--- config.mk ---
export PLATFORM = sky130hd
export DESIGN_NAME = uart_regfront
export DESIGN_NICKNAME = d
export VERILOG_FILES = /design/src/rtl/uart_rf_pkg.sv /design/src/rtl/uart_rf_mode_bank.sv /design/src/rtl/uart_rf_tx_ctrl.sv /design/src/rtl/uart_regfront.sv
export SDC_FILE = /design/constraint.sdc
export NUM_CORES = 1
export LEC_CHECK = 0
export BUFFER_PORTS_ARGS = -buffer_cell sky130_fd_sc_hd__buf_2
export CAP_MARGIN = 20
export CORE_UTILIZATION = 43
export DETAILED_ROUTE_END_ITERATION = 10
export MAX_ROUTING_LAYER = met4
export PLACE_DENSITY = 0.75
export SYNTH_ARGS = -nofsm -noshare
export SYNTH_HDL_FRONTEND = slang
export SYNTH_SLANG_ARGS = --single-unit
export TNS_END_PERCENT = 20
--- constraint.sdc ---
create_clock -name clk -period 1.45 [get_ports clk]
set_input_delay 0.145 -clock clk [delete_from_list [all_inputs] [get_ports clk]]
set_output_delay 0.145 -clock clk [all_outputs]
set_load 0.01 [all_outputs]
--- src/rtl/uart_rf_pkg.sv ---
package uart_rf_pkg;

  localparam logic [5:0] OFS_MODE   = 6'h00;
  localparam logic [5:0] OFS_STAT   = 6'h04;
  localparam logic [5:0] OFS_CMD    = 6'h08;
  localparam logic [5:0] OFS_DATA   = 6'h0C;
  localparam logic [5:0] OFS_IRQ    = 6'h14;
  localparam logic [5:0] OFS_DIV_A  = 6'h18;
  localparam logic [5:0] OFS_DIV_B  = 6'h1C;

  typedef struct packed {
    logic ptr_rst;
    logic rx_reset;
    logic tx_reset;
    logic brk_clear;
    logic tx_on;
    logic tx_off;
    logic rx_on;
    logic rx_off;
  } cmd_act_t;

  // Split a command byte into its actions; misc bits 6:4, tx 3:2, rx 1:0.
  function automatic cmd_act_t decode_cmd(input logic [7:0] c);
    cmd_act_t a;
    a.ptr_rst   = (c[6:4] == 3'd1);
    a.rx_reset  = (c[6:4] == 3'd2);
    a.tx_reset  = (c[6:4] == 3'd3);
    a.brk_clear = (c[6:4] == 3'd5);
    a.tx_on     = (c[3:2] == 2'd1);
    a.tx_off    = (c[3:2] == 2'd2);
    a.rx_on     = (c[1:0] == 2'd1);
    a.rx_off    = (c[1:0] == 2'd2);
    return a;
  endfunction

  function automatic logic [7:0] pack_status(input logic rdy, input logic full,
                                             input logic txrdy, input logic txemp);
    return {4'b0000, txemp, txrdy, full, rdy};
  endfunction

endpackage

--- src/rtl/uart_rf_mode_bank.sv ---
module uart_rf_mode_bank #(
  parameter int DW    = 8,
  parameter int NMODE = 2,
  localparam int PW   = (NMODE > 1) ? $clog2(NMODE) : 1
) (
  input  logic                clk,
  input  logic                rst_n,
  input  logic                wr_en,
  input  logic [DW-1:0]       wr_data,
  input  logic                ptr_rst,
  output logic [PW-1:0]       ptr,
  output logic [DW-1:0]       sel_data,
  output logic [NMODE*DW-1:0] regs_flat
);

  localparam logic [PW-1:0] LAST = PW'(NMODE - 1);

  always_ff @(posedge clk) begin
    if (!rst_n) begin
      ptr <= '0;
    end else if (wr_en) begin
      ptr <= (ptr == LAST) ? ptr : ptr + 1'b1;
    end else if (ptr_rst) begin
      ptr <= '0;
    end
  end

  for (genvar i = 0; i < NMODE; i++) begin : g_reg
    always_ff @(posedge clk) begin
      if (!rst_n) begin
        regs_flat[i*DW +: DW] <= '0;
      end else if (wr_en && (ptr == PW'(i))) begin
        regs_flat[i*DW +: DW] <= wr_data;
      end
    end
  end

  always_comb begin
    sel_data = '0;
    for (int k = 0; k < NMODE; k++) begin
      if (ptr == PW'(k)) sel_data = regs_flat[k*DW +: DW];
    end
  end

endmodule

--- src/rtl/uart_rf_tx_ctrl.sv ---
module uart_rf_tx_ctrl #(
  parameter int DW = 8
) (
  input  logic          clk,
  input  logic          rst_n,
  input  logic          buf_wr,
  input  logic [DW-1:0] buf_data,
  input  logic          tx_reset,
  input  logic          tx_on,
  input  logic          tx_off,
  output logic          tx_en,
  output logic          tx_empty,
  output logic          tx_valid,
  output logic [DW-1:0] tx_data
);

  logic [DW-1:0] hold_q;
  logic          en_mid, emp_mid, en_nxt, emp_nxt, send_hold, send_new;

  // Misc reset applies first, then the transmitter field.
  always_comb begin
    en_mid    = tx_reset ? 1'b0 : tx_en;
    emp_mid   = tx_reset ? 1'b1 : tx_empty;
    en_nxt    = tx_on ? 1'b1 : (tx_off ? 1'b0 : en_mid);
    send_hold = tx_on && !emp_mid;
    send_new  = buf_wr && tx_en;
    emp_nxt   = emp_mid;
    if (send_hold)            emp_nxt = 1'b1;
    if (buf_wr && !tx_en)     emp_nxt = 1'b0;
  end

  always_ff @(posedge clk) begin
    if (!rst_n) begin
      tx_en    <= 1'b0;
      tx_empty <= 1'b1;
      hold_q   <= '0;
      tx_valid <= 1'b0;
      tx_data  <= '0;
    end else begin
      tx_en    <= en_nxt;
      tx_empty <= emp_nxt;
      tx_valid <= send_hold || send_new;
      if (buf_wr) hold_q <= buf_data;
      if (send_new)       tx_data <= buf_data;
      else if (send_hold) tx_data <= hold_q;
    end
  end

endmodule

--- src/rtl/uart_regfront.sv ---
module uart_regfront
  import uart_rf_pkg::*;
#(
  parameter int DW    = 8,
  parameter int AW    = 6,
  parameter int NMODE = 2,
  localparam int PW   = (NMODE > 1) ? $clog2(NMODE) : 1
) (
  input  logic                clk,
  input  logic                rst_n,
  input  logic                bus_wr,
  input  logic                bus_rd,
  input  logic [AW-1:0]       bus_addr,
  input  logic [DW-1:0]       bus_wdata,
  output logic [DW-1:0]       bus_rdata,
  input  logic                rx_ready,
  input  logic                rx_full,
  input  logic [DW-1:0]       rx_head,
  input  logic [DW-1:0]       irq_status,
  input  logic [DW-1:0]       baud_div_a,
  input  logic [DW-1:0]       baud_div_b,
  output logic                rx_pop,
  output logic                rx_flush,
  output logic                rx_enable,
  output logic                brk_clr,
  output logic [DW-1:0]       irq_mask,
  output logic [NMODE*DW-1:0] mode_bits,
  output logic                tx_enable,
  output logic                tx_valid,
  output logic [DW-1:0]       tx_data
);

  // Named internal events
  logic          mode_wr, cmd_wr, buf_wr, mask_wr, data_rd;
  logic [PW-1:0] mode_ptr;
  logic [DW-1:0] mode_sel;
  logic          tx_empty;
  cmd_act_t      act;

  assign mode_wr = bus_wr && (bus_addr == AW'(OFS_MODE));
  assign cmd_wr  = bus_wr && (bus_addr == AW'(OFS_CMD));
  assign buf_wr  = bus_wr && (bus_addr == AW'(OFS_DATA));
  assign mask_wr = bus_wr && (bus_addr == AW'(OFS_IRQ));
  assign data_rd = bus_rd && (bus_addr == AW'(OFS_DATA));

  always_comb begin
    act = decode_cmd(8'(bus_wdata));
    if (!cmd_wr) act = '0;
  end

  assign rx_pop   = data_rd;
  assign rx_flush = act.rx_reset;
  assign brk_clr  = act.brk_clear;

  uart_rf_mode_bank #(.DW(DW), .NMODE(NMODE)) u_mode (
    .clk       (clk),
    .rst_n     (rst_n),
    .wr_en     (mode_wr),
    .wr_data   (bus_wdata),
    .ptr_rst   (act.ptr_rst),
    .ptr       (mode_ptr),
    .sel_data  (mode_sel),
    .regs_flat (mode_bits)
  );

  uart_rf_tx_ctrl #(.DW(DW)) u_tx (
    .clk      (clk),
    .rst_n    (rst_n),
    .buf_wr   (buf_wr),
    .buf_data (bus_wdata),
    .tx_reset (act.tx_reset),
    .tx_on    (act.tx_on),
    .tx_off   (act.tx_off),
    .tx_en    (tx_enable),
    .tx_empty (tx_empty),
    .tx_valid (tx_valid),
    .tx_data  (tx_data)
  );

  // Receiver enable: misc reset first, receiver field last.
  always_ff @(posedge clk) begin
    if (!rst_n) begin
      rx_enable <= 1'b0;
    end else if (act.rx_on) begin
      rx_enable <= 1'b1;
    end else if (act.rx_off || act.rx_reset) begin
      rx_enable <= 1'b0;
    end
  end

  always_ff @(posedge clk) begin
    if (!rst_n) irq_mask <= '0;
    else if (mask_wr) irq_mask <= bus_wdata;
  end

  always_comb begin
    bus_rdata = '0;
    if (bus_rd) begin
      case (bus_addr)
        AW'(OFS_MODE):  bus_rdata = mode_sel;
        AW'(OFS_STAT):  bus_rdata = DW'(pack_status(rx_ready, rx_full, tx_enable, tx_empty));
        AW'(OFS_DATA):  bus_rdata = rx_ready ? rx_head : '0;
        AW'(OFS_IRQ):   bus_rdata = irq_status;
        AW'(OFS_DIV_A): bus_rdata = baud_div_a;
        AW'(OFS_DIV_B): bus_rdata = baud_div_b;
        default:        bus_rdata = '0;
      endcase
    end
  end

endmodule

-- Word level (Yosys, flattened, before mapping)
Index checks and enable logic that the tools add are counted.
- add/subtract/negate cells: 1
- equal/unequal tests: 14
- muxes and demuxes: 18
- bitwise operators: 1
- reduce and logical (&&, ||, !) cells: 19
- operators with widths (kind ; count):
    $mux 8 ; 6
    $pmux 8 s6 ; 1
    $eq 6x5->1 const B ; 3
    $eq 6x4->1 const B ; 2
    $mux 1 ; 11
    $logic_and 1x1->1 ; 10
    $eq 3x2->1 const B ; 2
    $eq 6x3->1 const B ; 1
    $logic_not 6->1 ; 1
    $reduce_bool 2->1 ; 3
    $eq 2x1->1 const B ; 2
    $eq 2x2->1 const B ; 2
    $eq 3x1->1 const B ; 1
    $eq 3x3->1 const B ; 1
    $reduce_bool 3->1 ; 1
    $logic_not 1->1 ; 2
    $logic_or 1x1->1 ; 2
    $add 1x1->1 const B ; 1
    $not 1->1 ; 1
- register bits after elaboration: 45
- input bits: 52
- output and inout bits: 46
- logic and storage cells: 63

-- Logic depth before layout (Yosys ltp)
- depth after elaboration: 8
- mapped depth: 7
- mapped depth without buffers: 4

-- Hierarchy
Synthesis repeated with hierarchy kept, for this count alone.
- cells, all modules: 257
- area, all modules: 2371.0 sq um
- modules (own cells, without submodules) (module ; times used ; cells each ; area each (sq um) ; sequential area each (sq um)):
    uart_regfront ; 1 ; 101 ; 849.6 ; 180.2
    uart_rf_tx_ctrl ; 1 ; 81 ; 765.7 ; 380.4
    uart_rf_mode_bank ; 1 ; 75 ; 755.7 ; 340.3

-- Worst setup path before layout
OpenSTA, ideal clock, no wires.
- path type: in2out
- from: input port bus_addr[2]
- to: output port bus_rdata[4]
- arrival: 1.334 ns
- required time: 1.305 ns
- slack: -0.029 ns
- cell stages on the path: 6
- buffers on the path: 2
- path through: buf_4 nor4b_4 and2_1 clkbuf_1 a22oi_1 a21boi_0
- word-level cells in the longest chain between the ends: 3
- elaborated cells on any way between the ends: 8
- classes of those cells: eq/ne (5); mux (2); reduce/logical (1)
- ends and longest elaborated chain (what ; line ; source):
    start: declaration ; uart_regfront.sv:13 ; input logic [AW-1:0] bus_addr,
    $eq 6x5->1 (tied with other cells) ; uart_regfront.sv:99 ; case (bus_addr)
    $pmux 8 s6 * ; uart_regfront.sv:99 ;
    $mux 8 * ; uart_regfront.sv:98 ; if (bus_rd) begin
    end: declaration ; uart_regfront.sv:15 ; output logic [DW-1:0] bus_rdata,
Every way passes the cells marked *; elsewhere a longest branch is shown, timed or not.

-- Final worst setup path
- from: register u_mode.ptr
- to: output port bus_rdata[7]
- word-level cells in the longest chain between the ends: 3
- ends and longest elaborated chain (what ; line ; source):
    start: declaration ; uart_rf_mode_bank.sv:11 ; output logic [PW-1:0] ptr,
    start signal: assignment ; uart_rf_mode_bank.sv:22 ; ptr <= (ptr == LAST) ? ptr : ptr + 1'b1;
    $mux 8 ; uart_rf_mode_bank.sv:41 ; if (ptr == PW'(k)) sel_data = regs_flat[k*DW +: DW];
    $pmux 8 s6 ; uart_regfront.sv:99 ;
    $mux 8 ; uart_regfront.sv:98 ;
Every way passes these cells.

==> summary.txt <==
Status
  – Failing checks: negative setup slack
  – Status: finished, violations left

Routing
  – Remaining antenna violation count: 0
  – Vias: 2,332
  – DRC errors left: 0
  – Per-cell routed wire length: 14.72 µm
  – Via/cell ratio: 5.264
  – Initial drt markers: 91
  – Post-Route WL: 6.519 mm
  – Drt first pass iters: 4

Layout
  – Layout cell share with drive strength beyond 1: 42.09%
  – Final core utilization: 63.77%
  – Register area: 904.6 µm²
  – Fin cells: 443
  – Area of the multi-input gates: 0.001418 mm²
  – Most common cell after layout, fill and taps aside: buf_2
  – Final instance area: 0.003319 mm²
  – Most frequent cells in the layout: buf_2 (97), mux2i_1 (45), dfxtp_1 (44)
  – # diodes: 0
  – Filler Cell Count: 441
  – # nets final: 424
  – P&R area growth vs syn: 40.97%

STA
  – Crit share post-route: 113.2%
  – Final Max Tran Viols: 0
  – Setup TNS: -1.259 ns
  – RSZ-0062 raised after global routing: true
  – Slew HR: 79.56%
  – Min Tclk post-route: 1.641 ns
  – Setup Viol. Count Final: 8
  – Clock Skew: 0.005200 ns
  – Endpoints failing hold: 0
  – Fmax: 0.6092 GHz
  – Worst slew pin tran: 0.3063 ns
  – Setup ws final: -0.1915 ns

Synthesis
  – Syn_nets: 307
  – Ranking of synthesized cells by area: dfxtp_1 (38%), mux2i_1 (21%), nand2_1 (4.5%)
  – Number of synthesized flops with an enable pin: 0
  – Post-synth top flop: dfxtp_1
  – Syn Std Cell Area: 0.002355 mm²
  – Yosys cell types: 42
  – Async set-reset flop share out of synthesis: 0%
  – Yosys top cell by area: dfxtp_1
  – Syn Inst Count: 255
  – Synth warn: 0
  – Top-area cell type share of the netlist area: 38.26%
  – Flops & latches, synth: 45
  – Share of the yosys chip area belonging to registers: 38.26%
  – Avg Cell Area, Syn: 9.234 µm²

Clock network
  – Setup bufs post-CTS: 0
  – Clock root buffer: clkbuf_8
  – Sink Count: 45
  – CTS tree: built
  – Worst-Skew Late Latency: 0.29 ns
  – Clock slew at reported path FFs: 0.09 ns
  – CTS buffer count: 5
  – Post-cts hold buffer count: 0
  – H-tree levels: 2
  – CTS max path bufs: 2

Place
  – Post-DP HPWL: 5.033 mm
  – # port buffers: 97
  – Gp weighted congestion: 0.8284
  – Dpl ws: -0.1026 ns
  – Placed cell count: 435
  – Placed inst area: 0.003105 mm²

Worst setup path
  – Crit path required time: 1.31 ns
  – CP Data Arrival Time: 1.50 ns
  – Kind of end point of the critical path: primary output
  – Reg2Reg Setup Slack: 0.11 ns
  – CP Max Fanout: 6
  – Crit path kind: register to primary output
  – Startpoint Class: register

Floorplan
  – Die X: 76 µm
  – Initial Util: 45.24%
  – Core Rows: 26
  – Core area: 0.005205 mm²
  – Die area: 0.005776 mm²
  – Die H: 76 µm
  – Top Ports: 98

Global route
  – Global-route wire length before repair: 10.81 mm
  – Vias in the first global route: 2,299
  – Gr usage total: 23.86%
  – Antenna violations before repair: 0
  – Global route total overflow: 0
  – Largest net degree at the start of global routing: 18

Power and ir drop
  – Power Density: 754.1 mW/mm²
  – Maximum VDD drop: 0.0006959 V
  – Leakage: 0.001638 µW

Hold path
  – Hold Path Class: input port to register

Flow run
  – Maxcap violations: 0
==> routing by layer <==
| layer | routed length [µm] | part of all wire (%) | track usage, % | up-vias |
|---|---|---|---|---|
| met1 | 2931 | 45 | 29.19 | 1081 |
| met3 | 334 | 5.1 | 5.030 | 8 |
| met2 | 3159 | 48 | 39.45 | 84 |
| met5 | 0 | 0 | - | - |
| met4 | 93 | 1.4 | 7.500 | 0 |
| li1 | - | - | - | 1159 |
==> metrics by stage <==
stage	power (µW)	hold WS (ns)
floorplan	1382	0.2889
global placement	1538	0.4427
detailed placement	1542	0.4547
CTS	2507	0.1413
global route	2585	0.1629
finish	2503	0.1447
==> path summary, 6_finish.rpt <==
path | start | to | cells after the start
setup / recovery | u_mode.ptr$_SDFFE_PN0P_ | bus_rdata[7] | 5
hold / removal | bus_wdata[7] | u_tx.hold_q[7]$_SDFFE_PN0N_ | 3
setup reg to reg | u_tx.tx_empty$_SDFF_PN1_ | u_tx.tx_data[1]$_SDFFE_PN0P_ | 5
hold reg to reg | u_mode.regs_flat[6]$_SDFFE_PN0P_ | u_mode.regs_flat[6]$_SDFFE_PN0P_ | 2
==> cell families (layout without fill, tap and decap cells) <==
| family | after synthesis | in the layout | synth area share (%) |
|---|---|---|---|
| AO/OA/AOI/OAI | 55 | 55 | 15.99 |
| multiplexers | 53 | 53 | 22.74 |
| buffers and inverters | 23 | 141 | 4.569 |
| flip-flops | 45 | 45 | 38.26 |
| AND/OR/NAND/NOR | 79 | 79 | 18.44 |
==> area by class of cell <==
class                      count  area share (%)
clock buffer                   6           2.488
clock inverter                 2           1.131
inverter                       6          0.6785
multi-input combinational    187           42.71
sequential                    45           27.25
tap                           70           2.639
timing repair buffer         127           23.11
==> what timing repair did <==
item	CTS	global route
endpoints found under the setup margin	8	9
gates resized for setup	20	5
pin swaps	7	0
==> synth_stat cells, types with 4 or more instances <==
cell      number
a21oi_1        9
a22o_1         5
a22oi_1        6
buf_2          5
buf_4          4
clkbuf_1       7
dfxtp_1       45
inv_1          5
mux2_2         4
mux2i_1       49
nand2_1       28
nand3_1        7
nor2_1        22
o21a_1         5
o21ai_0       12
==> sequential cells by signal, indices dropped and copies added, names as in the netlist <==
register          flops
u_tx.tx_data          8
u_tx.tx_valid         1
u_mode.regs_flat     16
rx_enable             1
u_mode.ptr            1
u_tx.tx_en            1
u_tx.hold_q           8
u_tx.tx_empty         1
irq_mask              8
==> power breakdown <==
part | total (µW) | internal (µW) | leakage, µW | switching [µW]
registers | 1240 | 1240 | 0.000363 | 3.29
logic | 280 | 135 | 0.00122 | 146
clock network | 983 | 560 | 0.0000574 | 423
total | 2500 | 1930 | 0.00164 | 572
==> critical path, cell delays in order, from the launching register on <==
cell and delay (ns):
dfxtp_4 0.41, buf_6 0.14, mux2i_4 0.25, o22ai_1 0.10, o21a_1 0.18, buf_2 0.13
No activity file was read; power rests on OpenSTA's default activity.
